`src/rtl/exc_seq_pkg.sv`:
```
// Shared definitions for the exception frame sequencer.
// Assumes a 16-bit status word with fixed bit positions for the
// supervisor, master and interrupt-mask fields.
package exc_seq_pkg;
    localparam int SR_W        = 16;
    localparam int LVL_W       = 3;
    localparam int SR_SUPER    = 13;
    localparam int SR_MASTER   = 12;
    localparam int SR_MASK_LO  = 8;
    localparam logic [1:0] FRM_TAG_HI = 2'b01;

    typedef enum logic [2:0] {
        ST_IDLE,
        ST_PUSH_PC,
        ST_PUSH_FRM,
        ST_FETCH_VEC,
        ST_POP_FRM,
        ST_POP_PC
    } seq_state_t;
endpackage

```
`src/rtl/exc_irq_gate.sv`:
```
// Decides whether a request may start an entry sequence.
// Software exceptions always pass; hardware interrupts pass only when
// their level beats the SR mask. Assumes mask at SR bits 10:8.
module exc_irq_gate
    import exc_seq_pkg::*;
#(
    parameter int LVLW = LVL_W
) (
    input  logic            is_hw,
    input  logic [LVLW-1:0] level,
    input  logic [SR_W-1:0] sr,
    output logic            take
);
    logic [LVLW-1:0] cur_mask;

    // Extract mask and compare strictly above it.
    always_comb begin
        cur_mask = sr[SR_MASK_LO +: LVLW];
        take     = !is_hw || (level > cur_mask);
    end
endmodule

```
`src/rtl/exc_frame_calc.sv`:
```
// Combinational frame builder: selects the stack bank, aligns it,
// packs the frame word and forms the post-entry status word.
// Assumes vector offsets fit in frame bits 25:16.
module exc_frame_calc
    import exc_seq_pkg::*;
#(
    parameter int DW   = 32,
    parameter int VECW = 8,
    parameter int LVLW = LVL_W
) (
    input  logic [SR_W-1:0] sr,
    input  logic [DW-1:0]   sp_act,
    input  logic [DW-1:0]   sp_alt,
    input  logic [VECW-1:0] vec,
    input  logic            is_hw,
    input  logic [LVLW-1:0] level,
    output logic [DW-1:0]   sp_aligned,
    output logic [DW-1:0]   frame,
    output logic [SR_W-1:0] sr_entry
);
    localparam int OFFW = VECW + 2;
    localparam int PADW = DW - SR_W - OFFW - 4;

    logic [DW-1:0] sp_sel;

    // Pick the supervisor stack and build the frame word.
    always_comb begin
        sp_sel     = sr[SR_SUPER] ? sp_act : sp_alt;
        sp_aligned = {sp_sel[DW-1:2], 2'b00};
        frame      = {FRM_TAG_HI, sp_sel[1:0], {PADW{1'b0}}, vec, 2'b00, sr};
    end

    // Form the status word that the handler runs under.
    always_comb begin
        sr_entry = sr;
        sr_entry[SR_SUPER] = 1'b1;
        if (is_hw) begin
            sr_entry[SR_MASK_LO +: LVLW] = level;
            sr_entry[SR_MASTER]          = 1'b0;
        end
    end
endmodule

```
`src/rtl/exc_frame_seq.sv`:
```
// Top of the exception entry/return sequencer. Accepts one request
// when idle, runs its memory accesses one at a time over a word port
// with request/ready handshake, and publishes SR/SP/PC with a done
// pulse. Assumes the memory answers every request eventually.
module exc_frame_seq
    import exc_seq_pkg::*;
#(
    parameter int DW   = 32,
    parameter int VECW = 8
) (
    input  logic            clk,
    input  logic            rst_n,
    input  logic            req_valid,
    input  logic            req_ret,
    input  logic            req_hw,
    input  logic [2:0]      req_level,
    input  logic [VECW-1:0] req_vec,
    input  logic [15:0]     sr_in,
    input  logic [DW-1:0]   pc_in,
    input  logic [DW-1:0]   sp_in,
    input  logic [DW-1:0]   alt_sp_in,
    input  logic [DW-1:0]   vbr_in,
    output logic            mem_req,
    output logic            mem_we,
    output logic [DW-1:0]   mem_addr,
    output logic [DW-1:0]   mem_wdata,
    input  logic [DW-1:0]   mem_rdata,
    input  logic            mem_rdy,
    output logic            busy,
    output logic            done,
    output logic [15:0]     sr_out,
    output logic [DW-1:0]   sp_out,
    output logic [DW-1:0]   pc_out
);
    localparam int VOFFW = VECW + 2;

    seq_state_t      state;
    logic            take;
    logic [DW-1:0]   sp_al_c, frame_c;
    logic [SR_W-1:0] sr_new_c;
    logic [DW-1:0]   sp_al_q, frame_q, pc_q, vaddr_q, rsp_q, rfrm_q;
    logic [SR_W-1:0] sr_new_q;
    logic            ret_q;
    logic            xfer;

    exc_irq_gate #(.LVLW(LVL_W)) u_gate (
        .is_hw (req_hw),
        .level (req_level),
        .sr    (sr_in),
        .take  (take)
    );

    exc_frame_calc #(.DW(DW), .VECW(VECW), .LVLW(LVL_W)) u_calc (
        .sr         (sr_in),
        .sp_act     (sp_in),
        .sp_alt     (alt_sp_in),
        .vec        (req_vec),
        .is_hw      (req_hw),
        .level      (req_level),
        .sp_aligned (sp_al_c),
        .frame      (frame_c),
        .sr_entry   (sr_new_c)
    );

    assign xfer = mem_req && mem_rdy;
    assign busy = (state != ST_IDLE);

    // Drive the memory port from the current state.
    always_comb begin
        mem_req   = 1'b0;
        mem_we    = 1'b0;
        mem_addr  = '0;
        mem_wdata = '0;
        case (state)
            ST_PUSH_PC:   begin mem_req = 1'b1; mem_we = 1'b1; mem_addr = sp_al_q - DW'(4); mem_wdata = pc_q; end
            ST_PUSH_FRM:  begin mem_req = 1'b1; mem_we = 1'b1; mem_addr = sp_al_q - DW'(8); mem_wdata = frame_q; end
            ST_FETCH_VEC: begin mem_req = 1'b1; mem_addr = vaddr_q; end
            ST_POP_FRM:   begin mem_req = 1'b1; mem_addr = rsp_q; end
            ST_POP_PC:    begin mem_req = 1'b1; mem_addr = rsp_q + DW'(4); end
            default: ;
        endcase
    end

    // Sequence state, captured request and architectural outputs.
    always_ff @(posedge clk) begin
        if (!rst_n) begin
            state    <= ST_IDLE;
            done     <= 1'b0;
            ret_q    <= 1'b0;
            sr_out   <= '0;
            sp_out   <= '0;
            pc_out   <= '0;
            sp_al_q  <= '0;
            frame_q  <= '0;
            pc_q     <= '0;
            vaddr_q  <= '0;
            rsp_q    <= '0;
            rfrm_q   <= '0;
            sr_new_q <= '0;
        end else begin
            done <= 1'b0;
            case (state)
                ST_IDLE: if (req_valid) begin
                    if (req_ret) begin
                        ret_q <= 1'b1;
                        rsp_q <= sp_in;
                        state <= ST_POP_FRM;
                    end else if (take) begin
                        ret_q    <= 1'b0;
                        sp_al_q  <= sp_al_c;
                        frame_q  <= frame_c;
                        pc_q     <= pc_in;
                        sr_new_q <= sr_new_c;
                        vaddr_q  <= vbr_in + DW'({req_vec, 2'b00});
                        state    <= ST_PUSH_PC;
                    end
                end
                ST_PUSH_PC:  if (xfer) state <= ST_PUSH_FRM;
                ST_PUSH_FRM: if (xfer) state <= ST_FETCH_VEC;
                ST_FETCH_VEC: if (xfer) begin
                    pc_out <= mem_rdata;
                    sp_out <= sp_al_q - DW'(8);
                    sr_out <= sr_new_q;
                    done   <= 1'b1;
                    state  <= ST_IDLE;
                end
                ST_POP_FRM: if (xfer) begin
                    rfrm_q <= mem_rdata;
                    state  <= ST_POP_PC;
                end
                ST_POP_PC: if (xfer) begin
                    pc_out <= mem_rdata;
                    sp_out <= (rsp_q | {{(DW-2){1'b0}}, rfrm_q[29:28]}) + DW'(8);
                    sr_out <= rfrm_q[15:0];
                    done   <= 1'b1;
                    state  <= ST_IDLE;
                end
                default: state <= ST_IDLE;
            endcase
        end
    end

    AST_REQ_HOLD: assert property (@(posedge clk) disable iff (!rst_n)
        mem_req && !mem_rdy |=> mem_req && $stable(mem_addr) && $stable(mem_we) && $stable(mem_wdata));
    AST_DONE_PULSE: assert property (@(posedge clk) disable iff (!rst_n)
        done |=> !done);
    AST_WR_ALIGNED: assert property (@(posedge clk) disable iff (!rst_n)
        mem_req && mem_we |-> mem_addr[1:0] == 2'b00);
    AST_ENTRY_SUPER: assert property (@(posedge clk) disable iff (!rst_n)
        done && !ret_q |-> sr_out[SR_SUPER]);
    AST_DONE_IDLE: assert property (@(posedge clk) disable iff (!rst_n)
        done |-> !mem_req);
endmodule

```
`config.mk`:
```
export PLATFORM = sky130hd
export DESIGN_NAME = exc_frame_seq
export DESIGN_NICKNAME = d
export VERILOG_FILES = /design/src/rtl/exc_seq_pkg.sv /design/src/rtl/exc_irq_gate.sv /design/src/rtl/exc_frame_calc.sv /design/src/rtl/exc_frame_seq.sv
export SDC_FILE = /design/constraint.sdc
export NUM_CORES = 1
export LEC_CHECK = 0
export CORE_MARGIN = 5
export CORE_UTILIZATION = 30
export CTS_CLUSTER_SIZE = 20
export DETAILED_ROUTE_END_ITERATION = 10
export DONT_BUFFER_PORTS = 1
export SETUP_SLACK_MARGIN = 0.15
export SLEW_MARGIN = 20
export SYNTH_ARGS = -nofsm -noshare
export SYNTH_HDL_FRONTEND = slang
export SYNTH_SLANG_ARGS = --single-unit
```
`constraint.sdc`:
```
create_clock -name clk -period 2.8 [get_ports clk]
set_clock_uncertainty 0.15 [all_clocks]
set_input_delay 0 -clock clk [delete_from_list [all_inputs] [get_ports clk]]
set_output_delay 0 -clock clk [all_outputs]
set_load 0.1 [all_outputs]
```
Word-level counts from Yosys, hierarchy flattened
Cells that the tools add are included.
Word-level totals
  flip-flop bits (word level): 283
  bits of input ports: 193
  output and inout port bits: 148
  logic and storage cells: 71
Operators by class
  add/sub/neg operators: 5
  order comparisons: 1
  eq/ne operators: 13
  muxes and demuxes: 22
  bitwise operators: 2
  reduce and logical (&&, ||, !) cells: 16
Operators by type and width (number)
  case mux 32 bit (5 select lines): 1
  case mux 32 bit (2 select lines): 2
  2-to-1 mux 32 bit: 3
  adder 32 x 10 -> 32 bit: 1
  adder 32 x 3 -> 32 bit (second input constant): 1
  adder 32 x 4 -> 32 bit (second input constant): 1
  2-to-1 mux 16 bit: 2
  bitwise OR 32 x 2 -> 32 bit: 1
  case mux 16 bit (2 select lines): 1
  subtractor 32 x 3 -> 32 bit (second input constant): 1
  subtractor 32 x 4 -> 32 bit (second input constant): 1
  2-to-1 mux 3 bit: 8
  case mux 3 bit (5 select lines): 1
  inequality test 2 bit (second input constant): 6
  == test 3 x 2 -> 1 bit (second input constant): 2
  == test 3 bit (second input constant): 2
  AND reduction 2 bit: 3
  AND reduction 3 bit: 2
  AND reduction 6 bit: 1
  OR reduction 5 bit: 1
  2-to-1 mux 1 bit: 4
  AND reduction 4 bit: 1
  OR reduction 2 bit: 2
  == test 3 x 1 -> 1 bit (second input constant): 1
  10 further kinds: 10

Longest topological paths before layout
  depth in word-level cells: 6
  depth in mapped cells: 11

Hierarchy
From an unflattened synthesis, not the netlist that was laid out.
Second synthesis, totals
  cell total of the unflattened synthesis: 2005
  area total of the unflattened synthesis: 15212.1 sq um
Modules (own cells, without submodules)
  exc_frame_seq: instances 1, cells each 1908, area each 14214.9 sq um, sequential area each 5565.3 sq um
  exc_frame_calc: instances 1, cells each 86, area each 922.1 sq um, sequential area each 0.0 sq um
  exc_irq_gate: instances 1, cells each 11, area each 75.1 sq um, sequential area each 0.0 sq um

Worst setup path before layout
Ideal clock, no wire load.
  kind: flip-flop to output port
  start: register rsp_q[6]
  end: output mem_addr[10]
  arrival: 4.363 ns
  data required time: 2.650 ns
  path slack: -1.713 ns
  cell stages (with the launch flop): 9
  buffers on the path: 2
  path through: dfxtp_1 > buf_2 > and4_2 > clkbuf_1 > nor3b_1 > xnor2_1 > nor2_1 > nor2_1 > o41ai_1
Between the ends
  word-level cells in the longest chain between the ends: 2
Ends and longest elaborated chain
  from (decl): RTL line exc_frame_seq.sv:41  | logic [DW-1:0] sp_al_q, frame_q, pc_q, vaddr_q, rsp_q, rfrm_q;
  from (signal assigned): RTL line exc_frame_seq.sv:106  | rsp_q <= sp_in;
  adder 32 x 3 -> 32 bit: RTL line exc_frame_seq.sv:79  | ST_POP_PC: begin mem_req = 1'b1; mem_addr = rsp_q + DW'(4); end
  case mux 32 bit (5 select lines): RTL line exc_frame_seq.sv:74  | case (state)
  to (decl): RTL line exc_frame_seq.sv:25  | output logic [DW-1:0] mem_addr,
No other way between the ends.

Worst setup path in the final report
  start: register sp_al_q[4]
  end: output mem_addr[31]
Between the ends
  word-level cells in the longest chain between the ends: 2
  elaborated cells between the ends (all ways): 3
  those cells by class: add/sub (2); mux (1)
Ends and longest elaborated chain
  from (decl): RTL line exc_frame_seq.sv:41
  from (signal assigned): RTL line exc_frame_seq.sv:110  | sp_al_q <= sp_al_c;
  subtractor 32 x 4 -> 32 bit or subtractor 32 x 3 -> 32 bit (tied branches): RTL line exc_frame_seq.sv:76, exc_frame_seq.sv:75
  case mux 32 bit (5 select lines) (*): RTL line exc_frame_seq.sv:74
Mark *: on every way between the ends. The rest lies on a longest branch, timed or not.

==> results.sh <==
export IMPL_min_period_ns=3.05
export IMPL_finalSetupViolations=22
export IMPL_drv_slew=0
export IMPL_cp_end_kind="primary output"
export IMPL_cp_required_ns=2.65
export IMPL_yosysTopAreaCell="dfxtp_1"
export IMPL_synth_top_cells_by_count="nand2_1 (418), dfxtp_1 (259), a21oi_1 (191), nor2_1 (132), clkbuf_1 (106)"
export IMPL_numCtsBuffers=30
export IMPL_violations="negative setup slack"
export IMPL_status="finished with violations"
export IMPL_hold_class="in -> reg"
export IMPL_drive_gt1_share_pct=25.2
export IMPL_slowest_stage="a2111oi_2"
export IMPL_cap_violations=0
export IMPL_synth_top_area_share_pct=37.0
export IMPL_worstSetupPathType="reg -> out"
export IMPL_globalRouteTotalUtil_pct=26.8
export IMPL_htree_levels=1
export IMPL_clk_path_buf_depth=3
export IMPL_clock_sinks=259
export IMPL_tritoncts="done"
export IMPL_rows=79
export IMPL_power_density_nw_per_um2=733
export IMPL_grt_pass1_vias=16500
export IMPL_power_leakage_nw=8.66
export IMPL_syn_area_um2=14000
export IMPL_finalCritPeriodShare_pct=109
export IMPL_use_met1_pct=37.2
export IMPL_cts_root_buf="clkbuf_16"
export IMPL_worst_ep_arrival_time_ns=2.90
export IMPL_path_cells="inv_2 > ha_4 > nor3b_4 > and2_4 > buf_6 > nand4_1 > xnor2_2 > a2111oi_2 > buf_4 > o22ai_4 > buf_12"
export IMPL_grt_first_pass_wirelength_mm=106
export IMPL_final_area_um2=23700
export IMPL_groute_layer_met2_usage_pct=42.6
export IMPL_via_per_inst=5.51
export IMPL_syn_avg_cell_area_um2=7.62
export IMPL_cpPeakStageDelay_ns=0.35
export IMPL_dp_slack_ns=0.0808
export IMPL_top_usage_layer="met2"
export IMPL_path_max_fanout=7
export IMPL_area_delta_synth_final_pct=68.8
export IMPL_vdd_drop_max_mv=0.545
export IMPL_use_met3_pct=5.15
export IMPL_io_buffers=0
export IMPL_rsz0062_at_grt="yes"
export IMPL_ys_ff_latch=259
export IMPL_fmax_mhz=328
export IMPL_worst_pin_slew_ns=0.934
export IMPL_synth_edf_count=0
export IMPL_routed_wl_mm=73.2
export IMPL_synth_main_ff_cell="dfxtp_1"
export IMPL_clk_pin_slew_worst_paths_ns=0.06
export IMPL_place_congestion=0.992
export IMPL_synthMostInstantiatedCell="nand2_1"
export IMPL_die_h_um=226
export IMPL_start_util_pct=30.3
export IMPL_yosysSeqAreaShare_pct=37.0
export IMPL_grt_max_degree=94
export IMPL_core_area_um2=46400
export IMPL_finalSetupTns_ns=-2.88
export IMPL_antenna_found_initial=4
export IMPL_detail_route_antenna_nets=0
export IMPL_yosysWarnings=0
export IMPL_wl_per_cell_um=23.9
export IMPL_synthArstFlopShare_pct=0
export IMPL_finalHoldViolCount=0
export IMPL_ys_top_cells_by_area="dfxtp_1 (37%), nand2_1 (11%), a21oi_1 (6.8%)"
export IMPL_synth_distinct_cells=78
export IMPL_ios=341
export IMPL_syn_inst=1841
export IMPL_clk_insertion_delay_late_ns=0.58
export IMPL_via_count=16900
export IMPL_drc=0
export IMPL_post_dp_cell_area_um2=17700
export IMPL_dieArea_um2=51200
export IMPL_grt_ovfl_total=0
export IMPL_maxSlewHeadroom_pct=37.6
export IMPL_die_w_um=226
export IMPL_cp_start_kind="flop"
export IMPL_fin_nets=2637
export IMPL_dp_hpwl_mm=50.8
export IMPL_postLayoutSetupSlackWorst_ns=-0.249
export IMPL_post_route_util_pct=51.1
export IMPL_synth_net_count=2052
export IMPL_power_total_mw=17.4
export IMPL_first_pass_iters=6
export IMPL_drtIter0Drc=1469
power breakdown:
group	switching (mW)	internal (mW)
clock network	1.64	2.23
registers	0.434	4.07
logic	5.43	3.55
layout by cell type (no fill, tap or decap), types with 26 or more instances in the layout:
master,synthesis,layout
a211oi_1,44,42
a21oi_1,191,180
a22o_1,35,34
buf_12,0,77
buf_4,3,256
buf_6,1,26
clkbuf_16,0,33
dfxtp_1,259,231
dlygate4sd3_1,0,345
mux2i_1,41,39
nand2_1,418,409
nand3_1,48,43
nand4_1,29,29
nor2_1,132,113
o21ai_0,55,47
xnor2_1,58,49
xor2_1,42,42
critical path: cells and delay by family, from the launching register on:
family	cells	cell delay (ns)
AND/OR/NAND/NOR	3	0.67
flip-flops	1	0.32
AO/OA/AOI/OAI	2	0.42
XOR/XNOR	1	0.20
adder cells (fa/ha/maj)	1	0.14
buffers and inverters	4	0.56
per-layer routing:
layer,vias to the layer above,share of wire [%],wire [um]
met3,171,8.6,6320
met1,8110,42,31000
met2,882,45,33000
met5,-,0.018,13
met4,2,3.8,2800
li1,7689,-,-
per-stage QoR:
step                      std cells  hold WS (ns)
after global routing           3054        0.0182
after detailed placement       2590      -0.00709
after global placement         2590       -0.0114
final                          3057        0.0141
after CTS                      3028       0.00248
after floorplan                1841       -0.0140
final timing paths:
kind / from / to / slack (ns) / cells after the start
setup reg to reg: state[1]$_SDFFE_PN0P_ / sp_out[29]$_SDFFE_PN0P_ / 0.24 / 10
hold / removal: mem_rdata[10] / rfrm_q[10]$_SDFFE_PN0P_ / 0.01 / 3
hold reg to reg: pc_q[24]$_SDFFE_PN0P_ / pc_q[24]$_SDFFE_PN0P_ / 0.30 / 2
setup / recovery: sp_al_q[4]$_SDFFE_PN0P_ / mem_addr[31] / -0.25 / 11
logic make-up (layout without fill, tap and decap cells):
kind of cell | count (synthesis) | after routing | share of synthesized area, %
multiplexers | 41 | 41 | 2.93
flip-flops | 259 | 259 | 37.0
AO/OA/AOI/OAI | 485 | 485 | 22.5
XOR/XNOR | 100 | 100 | 6.24
buffers and inverters | 192 | 797 | 5.62
AND/OR/NAND/NOR | 746 | 746 | 24.1
adder cells (fa/ha/maj) | 18 | 18 | 1.66
other | 0 | 4 | 0
state kept, by name, summed over array words and instances (netlist names):
signal    flops
sp_al_q      30
pc_q         32
sr_new_q     15
frame_q      16
done          1
sr_out       16
rsp_q        32
pc_out       32
sp_out       32
state         3
vaddr_q      32
rfrm_q       18
area by class of cell:
| type | count | area, um2 |
|---|---|---|
| antenna | 4 | 10.0 |
| clock buffer | 40 | 860 |
| clock inverter | 12 | 101 |
| fill | 4133 | 22700 |
| inverter | 32 | 149 |
| multi-input combinational | 1390 | 9160 |
| sequential | 259 | 5240 |
| tap | 607 | 759 |
| timing repair buffer | 713 | 7400 |
what timing repair did:
item / in CTS / in global routing
setup buffers: 38 / 22
gates resized for setup: 158 / 72
hold endpoints to repair: 257 / 1
cloned: 0 / 3
pin swaps: 53 / 49
setup endpoints to repair: 32 / 49
hold buffers: 348 / 1
No activity file was read; power rests on OpenSTA's default activity.
